$ cat src/rtl/ddr_init_pkg.sv
package ddr_init_pkg;

    // Command pin encoding, ordered {cs_n, ras_n, cas_n, we_n}.
    typedef enum logic [3:0] {
        CMD_MRS  = 4'b0000,
        CMD_AREF = 4'b0001,
        CMD_PRE  = 4'b0010,
        CMD_NOP  = 4'b0111
    } ddr_cmd_e;

    // One state per script step; command steps last their gap length.
    typedef enum logic [3:0] {
        ST_STAB,
        ST_CKE,
        ST_PREA1,
        ST_EMRS,
        ST_MRS_RST,
        ST_PREA2,
        ST_AREF,
        ST_MRS_FIN,
        ST_LOCK,
        ST_DONE
    } init_step_e;

    typedef struct packed {
        logic [2:0] burst_len;
        logic       interleave;
        logic [2:0] cas_lat;
        logic       half_drive;
    } mode_cfg_t;

    localparam int PREA_BIT = 10;
    localparam int DLLRST_BIT = 8;

    // Base mode register opcode; unused bits stay zero.
    function automatic logic [15:0] base_mode_word(mode_cfg_t c, logic dll_rst);
        logic [15:0] w;
        w = '0;
        w[2:0] = c.burst_len;
        w[3] = c.interleave;
        w[6:4] = c.cas_lat;
        w[DLLRST_BIT] = dll_rst;
        return w;
    endfunction

    // Extended register opcode: DLL always enabled (bit 0 low).
    function automatic logic [15:0] ext_mode_word(mode_cfg_t c);
        logic [15:0] w;
        w = '0;
        w[0] = 1'b0;
        w[1] = c.half_drive;
        return w;
    endfunction

    function automatic int max_of(int a, int b);
        return (a > b) ? a : b;
    endfunction

endpackage

$ cat src/rtl/ddr_init_gap_ctr.sv
module ddr_init_gap_ctr #(
    parameter int CNT_W = 8
) (
    input  logic             clk,
    input  logic             rst,
    input  logic             restart,
    output logic [CNT_W-1:0] count
);
    always_ff @(posedge clk) begin
        if (rst || restart)
            count <= '0;
        else if (count != '1)
            count <= count + 1'b1;
    end
endmodule

$ cat src/rtl/ddr_init_fsm.sv
module ddr_init_fsm
    import ddr_init_pkg::*;
#(
    parameter int CNT_W        = 8,
    parameter int STAB_CYCLES  = 100,
    parameter int TRP_CYC      = 3,
    parameter int TMRD_CYC     = 2,
    parameter int TRFC_CYC     = 10,
    parameter int NUM_REFRESH  = 2,
    parameter int DLL_LOCK_CYC = 200
) (
    input  logic             clk,
    input  logic             rst,
    input  logic [CNT_W-1:0] cnt,
    output init_step_e       step,
    output logic             advance
);
    localparam int RW = (NUM_REFRESH > 1) ? $clog2(NUM_REFRESH) : 1;
    localparam logic [CNT_W-1:0] END_STAB = CNT_W'(STAB_CYCLES - 1);
    localparam logic [CNT_W-1:0] END_TRP  = CNT_W'(TRP_CYC - 1);
    localparam logic [CNT_W-1:0] END_MRD  = CNT_W'(TMRD_CYC - 1);
    localparam logic [CNT_W-1:0] END_RFC  = CNT_W'(TRFC_CYC - 1);
    localparam logic [CNT_W-1:0] DLL_END  = CNT_W'(DLL_LOCK_CYC);
    localparam logic [RW-1:0]    LAST_REF = RW'(NUM_REFRESH - 1);

    init_step_e       nxt;
    logic [RW-1:0]    ref_idx;
    logic [CNT_W-1:0] dll_cnt;

    always_comb begin
        advance = 1'b0;
        nxt     = step;
        unique case (step)
            ST_STAB:    begin advance = (cnt == END_STAB); nxt = ST_CKE;     end
            ST_CKE:     begin advance = 1'b1;              nxt = ST_PREA1;   end
            ST_PREA1:   begin advance = (cnt == END_TRP);  nxt = ST_EMRS;    end
            ST_EMRS:    begin advance = (cnt == END_MRD);  nxt = ST_MRS_RST; end
            ST_MRS_RST: begin advance = (cnt == END_MRD);  nxt = ST_PREA2;   end
            ST_PREA2:   begin advance = (cnt == END_TRP);  nxt = ST_AREF;    end
            ST_AREF: begin
                advance = (cnt == END_RFC);
                nxt     = (ref_idx == LAST_REF) ? ST_MRS_FIN : ST_AREF;
            end
            ST_MRS_FIN: begin advance = (cnt == END_MRD);  nxt = ST_LOCK;    end
            ST_LOCK:    begin advance = (dll_cnt == DLL_END); nxt = ST_DONE; end
            default:    begin advance = 1'b0;              nxt = ST_DONE;    end
        endcase
    end

    always_ff @(posedge clk) begin
        if (rst) begin
            step    <= ST_STAB;
            ref_idx <= '0;
            dll_cnt <= '0;
        end else begin
            if (advance)
                step <= nxt;
            if (step == ST_AREF && advance)
                ref_idx <= ref_idx + 1'b1;
            // Cycles elapsed since the DLL-reset write, saturating at the lock time.
            if (step == ST_MRS_RST && cnt == '0)
                dll_cnt <= CNT_W'(1);
            else if (dll_cnt != '0 && dll_cnt != DLL_END)
                dll_cnt <= dll_cnt + 1'b1;
        end
    end
endmodule

$ cat src/rtl/ddr_init_cmd_dec.sv
module ddr_init_cmd_dec
    import ddr_init_pkg::*;
#(
    parameter int CNT_W  = 8,
    parameter int ADDR_W = 13
) (
    input  init_step_e        step,
    input  logic [CNT_W-1:0]  cnt,
    input  mode_cfg_t         cfg,
    output logic              cke,
    output ddr_cmd_e          cmd,
    output logic [1:0]        ba,
    output logic [ADDR_W-1:0] addr,
    output logic              done
);
    logic        first;
    logic [15:0] word;

    assign first = (cnt == '0);
    assign cke   = (step != ST_STAB);
    assign done  = (step == ST_DONE);

    always_comb begin
        cmd  = CMD_NOP;
        ba   = 2'b00;
        word = '0;
        if (first) begin
            unique case (step)
                ST_PREA1, ST_PREA2: begin
                    cmd = CMD_PRE;
                    word[PREA_BIT] = 1'b1;
                end
                ST_EMRS: begin
                    cmd  = CMD_MRS;
                    ba   = 2'b01;
                    word = ext_mode_word(cfg);
                end
                ST_MRS_RST: begin
                    cmd  = CMD_MRS;
                    word = base_mode_word(cfg, 1'b1);
                end
                ST_AREF:    cmd = CMD_AREF;
                ST_MRS_FIN: begin
                    cmd  = CMD_MRS;
                    word = base_mode_word(cfg, 1'b0);
                end
                default:    cmd = CMD_NOP;
            endcase
        end
    end

    assign addr = ADDR_W'(word);
endmodule

$ cat src/rtl/ddr_init_top.sv
module ddr_init_top
    import ddr_init_pkg::*;
#(
    parameter int ADDR_W       = 13,
    parameter int STAB_CYCLES  = 100,
    parameter int TRP_CYC      = 3,
    parameter int TMRD_CYC     = 2,
    parameter int TRFC_CYC     = 10,
    parameter int NUM_REFRESH  = 2,
    parameter int DLL_LOCK_CYC = 200
) (
    input  logic              clk,
    input  logic              rst,
    input  logic [2:0]        cfg_burst_len,
    input  logic              cfg_interleave,
    input  logic [2:0]        cfg_cas_lat,
    input  logic              cfg_half_drive,
    output logic              ddr_cke,
    output logic              ddr_cs_n,
    output logic              ddr_ras_n,
    output logic              ddr_cas_n,
    output logic              ddr_we_n,
    output logic [1:0]        ddr_ba,
    output logic [ADDR_W-1:0] ddr_addr,
    output logic              init_done
);
    localparam int LONGEST = max_of(max_of(STAB_CYCLES, DLL_LOCK_CYC),
                                    max_of(TRFC_CYC, max_of(TRP_CYC, TMRD_CYC)));
    localparam int CNT_W = $clog2(LONGEST + 2);

    mode_cfg_t        cfg;
    init_step_e       step;
    logic             advance;
    logic [CNT_W-1:0] cnt;
    ddr_cmd_e         cmd;

    assign cfg = '{burst_len: cfg_burst_len, interleave: cfg_interleave,
                   cas_lat: cfg_cas_lat, half_drive: cfg_half_drive};

    ddr_init_gap_ctr #(.CNT_W(CNT_W)) u_gap (
        .clk(clk), .rst(rst), .restart(advance), .count(cnt)
    );

    ddr_init_fsm #(
        .CNT_W(CNT_W), .STAB_CYCLES(STAB_CYCLES), .TRP_CYC(TRP_CYC),
        .TMRD_CYC(TMRD_CYC), .TRFC_CYC(TRFC_CYC), .NUM_REFRESH(NUM_REFRESH),
        .DLL_LOCK_CYC(DLL_LOCK_CYC)
    ) u_fsm (
        .clk(clk), .rst(rst), .cnt(cnt), .step(step), .advance(advance)
    );

    ddr_init_cmd_dec #(.CNT_W(CNT_W), .ADDR_W(ADDR_W)) u_dec (
        .step(step), .cnt(cnt), .cfg(cfg), .cke(ddr_cke), .cmd(cmd),
        .ba(ddr_ba), .addr(ddr_addr), .done(init_done)
    );

    assign {ddr_cs_n, ddr_ras_n, ddr_cas_n, ddr_we_n} = cmd;
endmodule

$ cat config.mk
export PLATFORM = sky130hd
export DESIGN_NAME = ddr_init_top
export DESIGN_NICKNAME = d
export VERILOG_FILES = /design/src/rtl/ddr_init_pkg.sv /design/src/rtl/ddr_init_gap_ctr.sv /design/src/rtl/ddr_init_fsm.sv /design/src/rtl/ddr_init_cmd_dec.sv /design/src/rtl/ddr_init_top.sv
export SDC_FILE = /design/constraint.sdc
export NUM_CORES = 1
export LEC_CHECK = 0
export CAP_MARGIN = 10
export CORE_ASPECT_RATIO = 0.8
export CORE_UTILIZATION = 40
export CTS_BUF_LIST = sky130_fd_sc_hd__clkbuf_16
export CTS_CLUSTER_SIZE = 20
export DETAILED_ROUTE_END_ITERATION = 6
export DONT_BUFFER_PORTS = 1
export SYNTH_ARGS = -nofsm -noshare
export SYNTH_HDL_FRONTEND = slang
export SYNTH_SLANG_ARGS = --single-unit
export TNS_END_PERCENT = 50
$ cat constraint.sdc
create_clock -name clk -period 2.35 [get_ports clk]
set_input_delay 0.47 -clock clk [delete_from_list [all_inputs] [get_ports clk]]
set_output_delay 0.47 -clock clk [all_outputs]
set_load 0.02 [all_outputs]
### Word level (Yosys, flattened, before mapping)

Index checks and enable logic that the tools add are counted.

| operators by class | value |
|---|---|
| add/sub/neg operators | 3 |
| multipliers | 0 |
| divide/modulo/power cells | 0 |
| $lt $le $gt $ge | 0 |
| eq/ne operators | 16 |
| shift operators | 0 |
| multiplexer cells | 12 |
| bitwise logic cells | 0 |
| reduce and logical (&&, ||, !) cells | 12 |

Operators by type and width:

| cell | count |
|---|---|
| $pmux W4 S8 | 1 |
| $pmux W9 S3 | 1 |
| $add A8 B1 Y8 const B | 2 |
| $eq A4 B3 Y1 const B | 4 |
| $ne A8 B8 Y1 const B | 2 |
| $mux W11 | 1 |
| $pmux W3 S3 | 1 |
| $eq A4 B2 Y1 const B | 2 |
| $eq A4 B4 Y1 const B | 2 |
| $eq A8 B1 Y1 const B | 1 |
| $eq A8 B2 Y1 const B | 1 |
| $eq A8 B4 Y1 const B | 1 |
| $eq A8 B7 Y1 const B | 1 |
| $eq A8 B8 Y1 const B | 1 |
| $logic_not A8 Y1 | 1 |
| $reduce_bool A8 Y1 | 1 |
| $pmux W1 S6 | 1 |
| $mux W1 | 5 |
| $eq A4 B1 Y1 const B | 1 |
| $logic_not A4 Y1 | 1 |
| $mux W4 | 1 |
| $reduce_bool A4 Y1 | 1 |
| $reduce_or A2 Y1 | 2 |
| $logic_and A1 B1 Y1 | 3 |
| 5 further kinds | 5 |

| storage, ports and cells | value |
|---|---|
| register bits | 21 |
| latch bits | 0 |
| bits in writable memories | 0 |
| ROM bits | 0 |
| bits of input ports | 10 |
| memories kept | 0 |

### Longest topological paths before layout

| depth | value |
|---|---|
| depth after elaboration | 4 |
| depth in mapped cells | 7 |
| depth with buffers taken out | 7 |

### Modules after synthesis

From an unflattened synthesis, not the netlist that was laid out.

| second synthesis, totals | value |
|---|---|
| cell total of the unflattened synthesis | 196 |
| area, all modules | 1596.5 sq um |

Modules (own cells, without submodules):

| module | instances | cells an instance | area each (sq um) | seq. area each (sq um) |
|---|---|---|---|---|
| ddr_init_fsm | 1 | 100 | 873.3 | 260.2 |
| ddr_init_gap_ctr | 1 | 50 | 422.9 | 160.2 |
| ddr_init_cmd_dec | 1 | 46 | 300.3 | 0.0 |

### Worst setup path after synthesis

Ideal clock, no wire load.

| timing | value |
|---|---|
| kind | register -> output |
| from | register u_gap.count[7] |
| to | output ddr_ba[0] |
| data arrival time | 1.470 ns |
| data required time | 1.880 ns |
| slack | 0.410 ns |
| stages on the path, launching flop included | 5 |
| path buffers | 0 |
| cells stage by stage | dfxtp_1 > nor3_1 > nand4b_1 > nand2b_1 > nor3_1 |

| on the way | value |
|---|---|
| word-level cells in the longest chain between the ends | 2 |

RTL lines:

| what | line | source |
|---|---|---|
| start, declared | ddr_init_gap_ctr.sv:7 | `output logic [CNT_W-1:0] count` |
| start signal, assigned | ddr_init_gap_ctr.sv:13 | `count <= count + 1'b1;` |
| $logic_not A8 Y1 | ddr_init_cmd_dec.sv:19 | `assign first = (cnt == '0);` |
| $mux W2 | ddr_init_cmd_dec.sv:27 | `if (first) begin` |
| end, declared | ddr_init_top.sv:23 | `output logic [1:0] ddr_ba,` |

Every way passes these cells.

### Worst setup path after layout

| timing | value |
|---|---|
| from | register u_gap.count[1] |
| to | output ddr_we_n |

| on the way | value |
|---|---|
| word-level cells in the longest chain between the ends | 2 |

RTL lines:

| what | line | source |
|---|---|---|
| $logic_not A8 Y1 | ddr_init_cmd_dec.sv:19 |  |
| $mux W4 | ddr_init_cmd_dec.sv:27 |  |
| end, declared | ddr_init_top.sv:22 | `output logic ddr_we_n,` |

Every way passes these cells.

==> run_summary.xml <==
<?xml version="1.0" encoding="UTF-8"?>
<metrics>
  <group name="timing">
    <metric name="setup_violations" unit="">0</metric>
    <metric name="min_period_over_period" unit="%">92.7</metric>
    <metric name="slew_viol_final" unit="">0</metric>
    <metric name="totalNegativeSetupSlack" unit="ns">0</metric>
    <metric name="grt_setup_unrepaired" unit="">false</metric>
    <metric name="hold_violations" unit="">0</metric>
    <metric name="relSlewSlack" unit="%">63.4</metric>
    <metric name="min_period" unit="ns">2.18</metric>
    <metric name="timing.clock.skew" unit="ns">0.00112</metric>
    <metric name="max_clock_freq" unit="MHz">459</metric>
    <metric name="worst_pin_slew" unit="ns">0.547</metric>
  </group>
  <group name="grt">
    <metric name="grt_start_max_net_pins" unit="">14</metric>
    <metric name="grt_first_pass_wirelength" unit="mm">4.80</metric>
    <metric name="grt_usage" unit="%">17.6</metric>
    <metric name="first_global_vias" unit="">1108</metric>
    <metric name="grt-ovfl-total" unit="">0</metric>
    <metric name="antenna_found_initial" unit="">0</metric>
  </group>
  <group name="synthesis">
    <metric name="number_of_flops_mapped_to_enable_cells_by_yosys" unit="">0</metric>
    <metric name="ys.warnings.count" unit="">0</metric>
    <metric name="average_instance_area_after_synthesis" unit="um^2">7.90</metric>
    <metric name="syn_area" unit="mm^2">0.00141</metric>
    <metric name="synth_most_common_cell" unit="">sky130_fd_sc_hd__nor2_1</metric>
    <metric name="sequential_fraction_of_the_synthesis_area" unit="%">29.9</metric>
    <metric name="synth_top_cell_by_area" unit="">sky130_fd_sc_hd__dfxtp_1</metric>
    <metric name="netlist_instances" unit="">178</metric>
    <metric name="synthTopCellsByCount" unit="">32 x sky130_fd_sc_hd__nor2_1, 21 x sky130_fd_sc_hd__dfxtp_1, 12 x sky130_fd_sc_hd__nand3_1</metric>
    <metric name="yosys.cell_types.count" unit="">49</metric>
    <metric name="yosys_register_bits" unit="">21</metric>
    <metric name="ys_async_rst_share" unit="%">0</metric>
    <metric name="post_synth_main_area_contributors" unit="">sky130_fd_sc_hd__dfxtp_1 30%, sky130_fd_sc_hd__nor2_1 8.5%, sky130_fd_sc_hd__xor2_1 4.4%</metric>
    <metric name="synth_top_area_share" unit="%">29.9</metric>
    <metric name="ys_dominant_reg_cell" unit="">sky130_fd_sc_hd__dfxtp_1</metric>
  </group>
  <group name="detailed_routing">
    <metric name="postRouteAntennaNets" unit="">0</metric>
    <metric name="detail_route.first_pass.iterations" unit="">4</metric>
    <metric name="detailroute.via_count" unit="">1204</metric>
    <metric name="via_to_cell_ratio" unit="">5.55</metric>
    <metric name="drt_wl_total" unit="mm">3.01</metric>
    <metric name="dr.first_iter.drc_count" unit="">49</metric>
    <metric name="drc" unit="">0</metric>
    <metric name="detail_route.wl_per_cell" unit="um">13.9</metric>
  </group>
  <group name="critical_path">
    <metric name="endpoint_kind" unit="">output port</metric>
    <metric name="worst_r2r_path_depth" unit="">5</metric>
    <metric name="critical_path_required" unit="ns">1.88</metric>
    <metric name="setup.worst_path.class" unit="">register to output port</metric>
    <metric name="timing.critical_path.arrival" unit="ns">1.71</metric>
    <metric name="path_max_fanout" unit="">7</metric>
    <metric name="start_kind" unit="">register</metric>
  </group>
  <group name="power">
    <metric name="p_int" unit="mW">0.821</metric>
    <metric name="p_switching" unit="mW">0.527</metric>
    <metric name="irDropWorstVdd" unit="mV">0.414</metric>
    <metric name="total_leakage_power" unit="nW">0.594</metric>
    <metric name="power.share.switching" unit="%">39.1</metric>
    <metric name="seq_power_share" unit="%">34.6</metric>
    <metric name="pwr-share-clk" unit="%">27.5</metric>
    <metric name="share_comb_of_total_power" unit="%">37.9</metric>
    <metric name="power.density" unit="mW/mm^2">885</metric>
  </group>
  <group name="layout">
    <metric name="antennaDiodeCount" unit="">0</metric>
    <metric name="utilization" unit="%">47.3</metric>
    <metric name="nets" unit="">192</metric>
    <metric name="proportion_of_layout_cells_with_a_drive_suffix_above_1" unit="%">14.7</metric>
    <metric name="layout-area-overhead-vs-synth" unit="%">8.27</metric>
    <metric name="stdcell_area" unit="mm^2">0.00152</metric>
    <metric name="layout.filler_cells" unit="">332</metric>
  </group>
  <group name="clocking">
    <metric name="tritoncts.num_buffers" unit="">3</metric>
    <metric name="cts_sinks" unit="">21</metric>
    <metric name="clock_tree.root_cell" unit="">sky130_fd_sc_hd__clkbuf_16</metric>
    <metric name="cts_max_level" unit="">1</metric>
    <metric name="clockBufferDepth" unit="">2</metric>
    <metric name="worst_skew_pair.late_latency" unit="ns">0.25</metric>
    <metric name="clock_tree_from_tritoncts" unit="">built</metric>
    <metric name="path_clk_slew" unit="ns">0.06</metric>
    <metric name="cts.repair_timing.setup_buffer_count" unit="">0</metric>
  </group>
  <group name="place">
    <metric name="portBuffers" unit="">0</metric>
    <metric name="detailed_place.area" unit="mm^2">0.00141</metric>
    <metric name="hpwl_after_detailed_placement" unit="mm">2.31</metric>
    <metric name="gpl.final_weighted_congestion" unit="">0.851</metric>
  </group>
  <group name="min_path">
    <metric name="worstHoldPathType" unit="">primary input to register</metric>
    <metric name="worstHoldPathCells" unit="">1</metric>
  </group>
  <group name="floorplan">
    <metric name="start_util" unit="%">43.7</metric>
    <metric name="die-area" unit="mm^2">0.00376</metric>
    <metric name="die_width" unit="um">68.3</metric>
    <metric name="num_rows" unit="">18</metric>
    <metric name="ioPinCount" unit="">31</metric>
    <metric name="dieHeight" unit="um">55.0</metric>
    <metric name="floorplan.core_area" unit="mm^2">0.00322</metric>
  </group>
  <group name="outcome">
    <metric name="outcome" unit="">complete, no violations</metric>
  </group>
  <group name="run">
    <metric name="count_of_maximum_capacitance_violations" unit="">0</metric>
  </group>
</metrics>
worst paths after layout:
check                 start             to  slack (ns)
max          u_gap.count[1]       ddr_we_n        0.17
min                     rst  u_fsm.step[3]        0.28
max reg2reg   u_fsm.step[1]  u_fsm.ref_idx        0.35
min reg2reg   u_fsm.ref_idx  u_fsm.ref_idx        0.49
cell type report:
cell class                 count  area, um^2  area share [%]
multi-input combinational    143         928            61.0
clock inverter                 1        7.51           0.493
timing repair buffer           2        15.0           0.986
clock buffer                   3        75.1            4.93
inverter                       7        26.3            1.73
tap                           40        50.0            3.29
sequential                    21         420            27.6
flip-flops by register name, indices dropped and copies added (netlist names):
name and flops:
u_fsm.ref_idx 1, u_fsm.dll_cnt 8, u_gap.count 8, u_fsm.step 4
layout by cell type (no fill, tap or decap), types with 4 or more instances in the layout:
master	netlist	routed
sky130_fd_sc_hd__nand3_1	12	12
sky130_fd_sc_hd__xnor2_1	4	4
sky130_fd_sc_hd__a21oi_1	4	4
sky130_fd_sc_hd__nand2_1	10	10
sky130_fd_sc_hd__xor2_1	7	7
sky130_fd_sc_hd__nor2_1	32	31
sky130_fd_sc_hd__conb_1	1	6
sky130_fd_sc_hd__inv_1	7	7
sky130_fd_sc_hd__nor3_1	5	4
sky130_fd_sc_hd__dfxtp_1	21	21
sky130_fd_sc_hd__ha_1	4	4
sky130_fd_sc_hd__o21ai_0	6	6
sky130_fd_sc_hd__and3_1	5	5
sky130_fd_sc_hd__and2_2	0	6
worst max-delay path: stages, from the launching register on:
cell and delay [ns]:
sky130_fd_sc_hd__dfxtp_1 0.37, sky130_fd_sc_hd__inv_1 0.10, sky130_fd_sc_hd__ha_1 0.17, sky130_fd_sc_hd__nand4b_1 0.17, sky130_fd_sc_hd__nand2b_4 0.22, sky130_fd_sc_hd__or3_4 0.43
what timing repair did:
item	4_1_cts	5_1_grt
resized for setup	3	8
endpoints found under the setup margin	7	8
hold buffers	0	0
cloned	0	0
hold endpoints to repair	0	0
through the flow:
stage,setup WS (ns),power [mW],hold WS (ns),cells
floorplan,0.410,0.868,0.446,183
global placement,0.329,0.940,0.462,213
detailed placement,0.226,0.960,0.479,213
CTS,0.0339,1.34,0.272,217
global route,0.0387,1.43,0.270,217
finish,0.171,1.35,0.278,217
kinds of logic (layout without fill, tap and decap cells):
logic type | count (synthesis) | count (layout) | share of synthesized area (%)
AND/OR/NAND/NOR | 88 | 88 | 31.9
AO/OA/AOI/OAI | 29 | 29 | 16.4
flip-flops | 21 | 21 | 29.9
buffers and inverters | 19 | 13 | 7.39
XOR/XNOR | 11 | 11 | 6.85
multiplexers | 5 | 5 | 3.83
adder cells (fa/ha/maj) | 4 | 4 | 3.56
other | 1 | 6 | 0.267
power by group through the flow:
stage	Combinational, mW	Clock (mW)	Sequential (mW)
floorplan	0.436	0	0.432
global placement	0.473	0	0.467
detailed placement	0.488	0	0.472
CTS	0.498	0.379	0.464
global route	0.564	0.392	0.475
finish	0.511	0.371	0.466
metal layers:
metal  routed length (um)  vias up  GRT usage [%]
li1                     -      614              -
met1                 1440      561           20.9
met2                 1400       25           31.2
met3                  133        4           4.71
met4                   38        0           5.21
met5                    0        -              0
No activity file was read; power rests on OpenSTA's default activity.
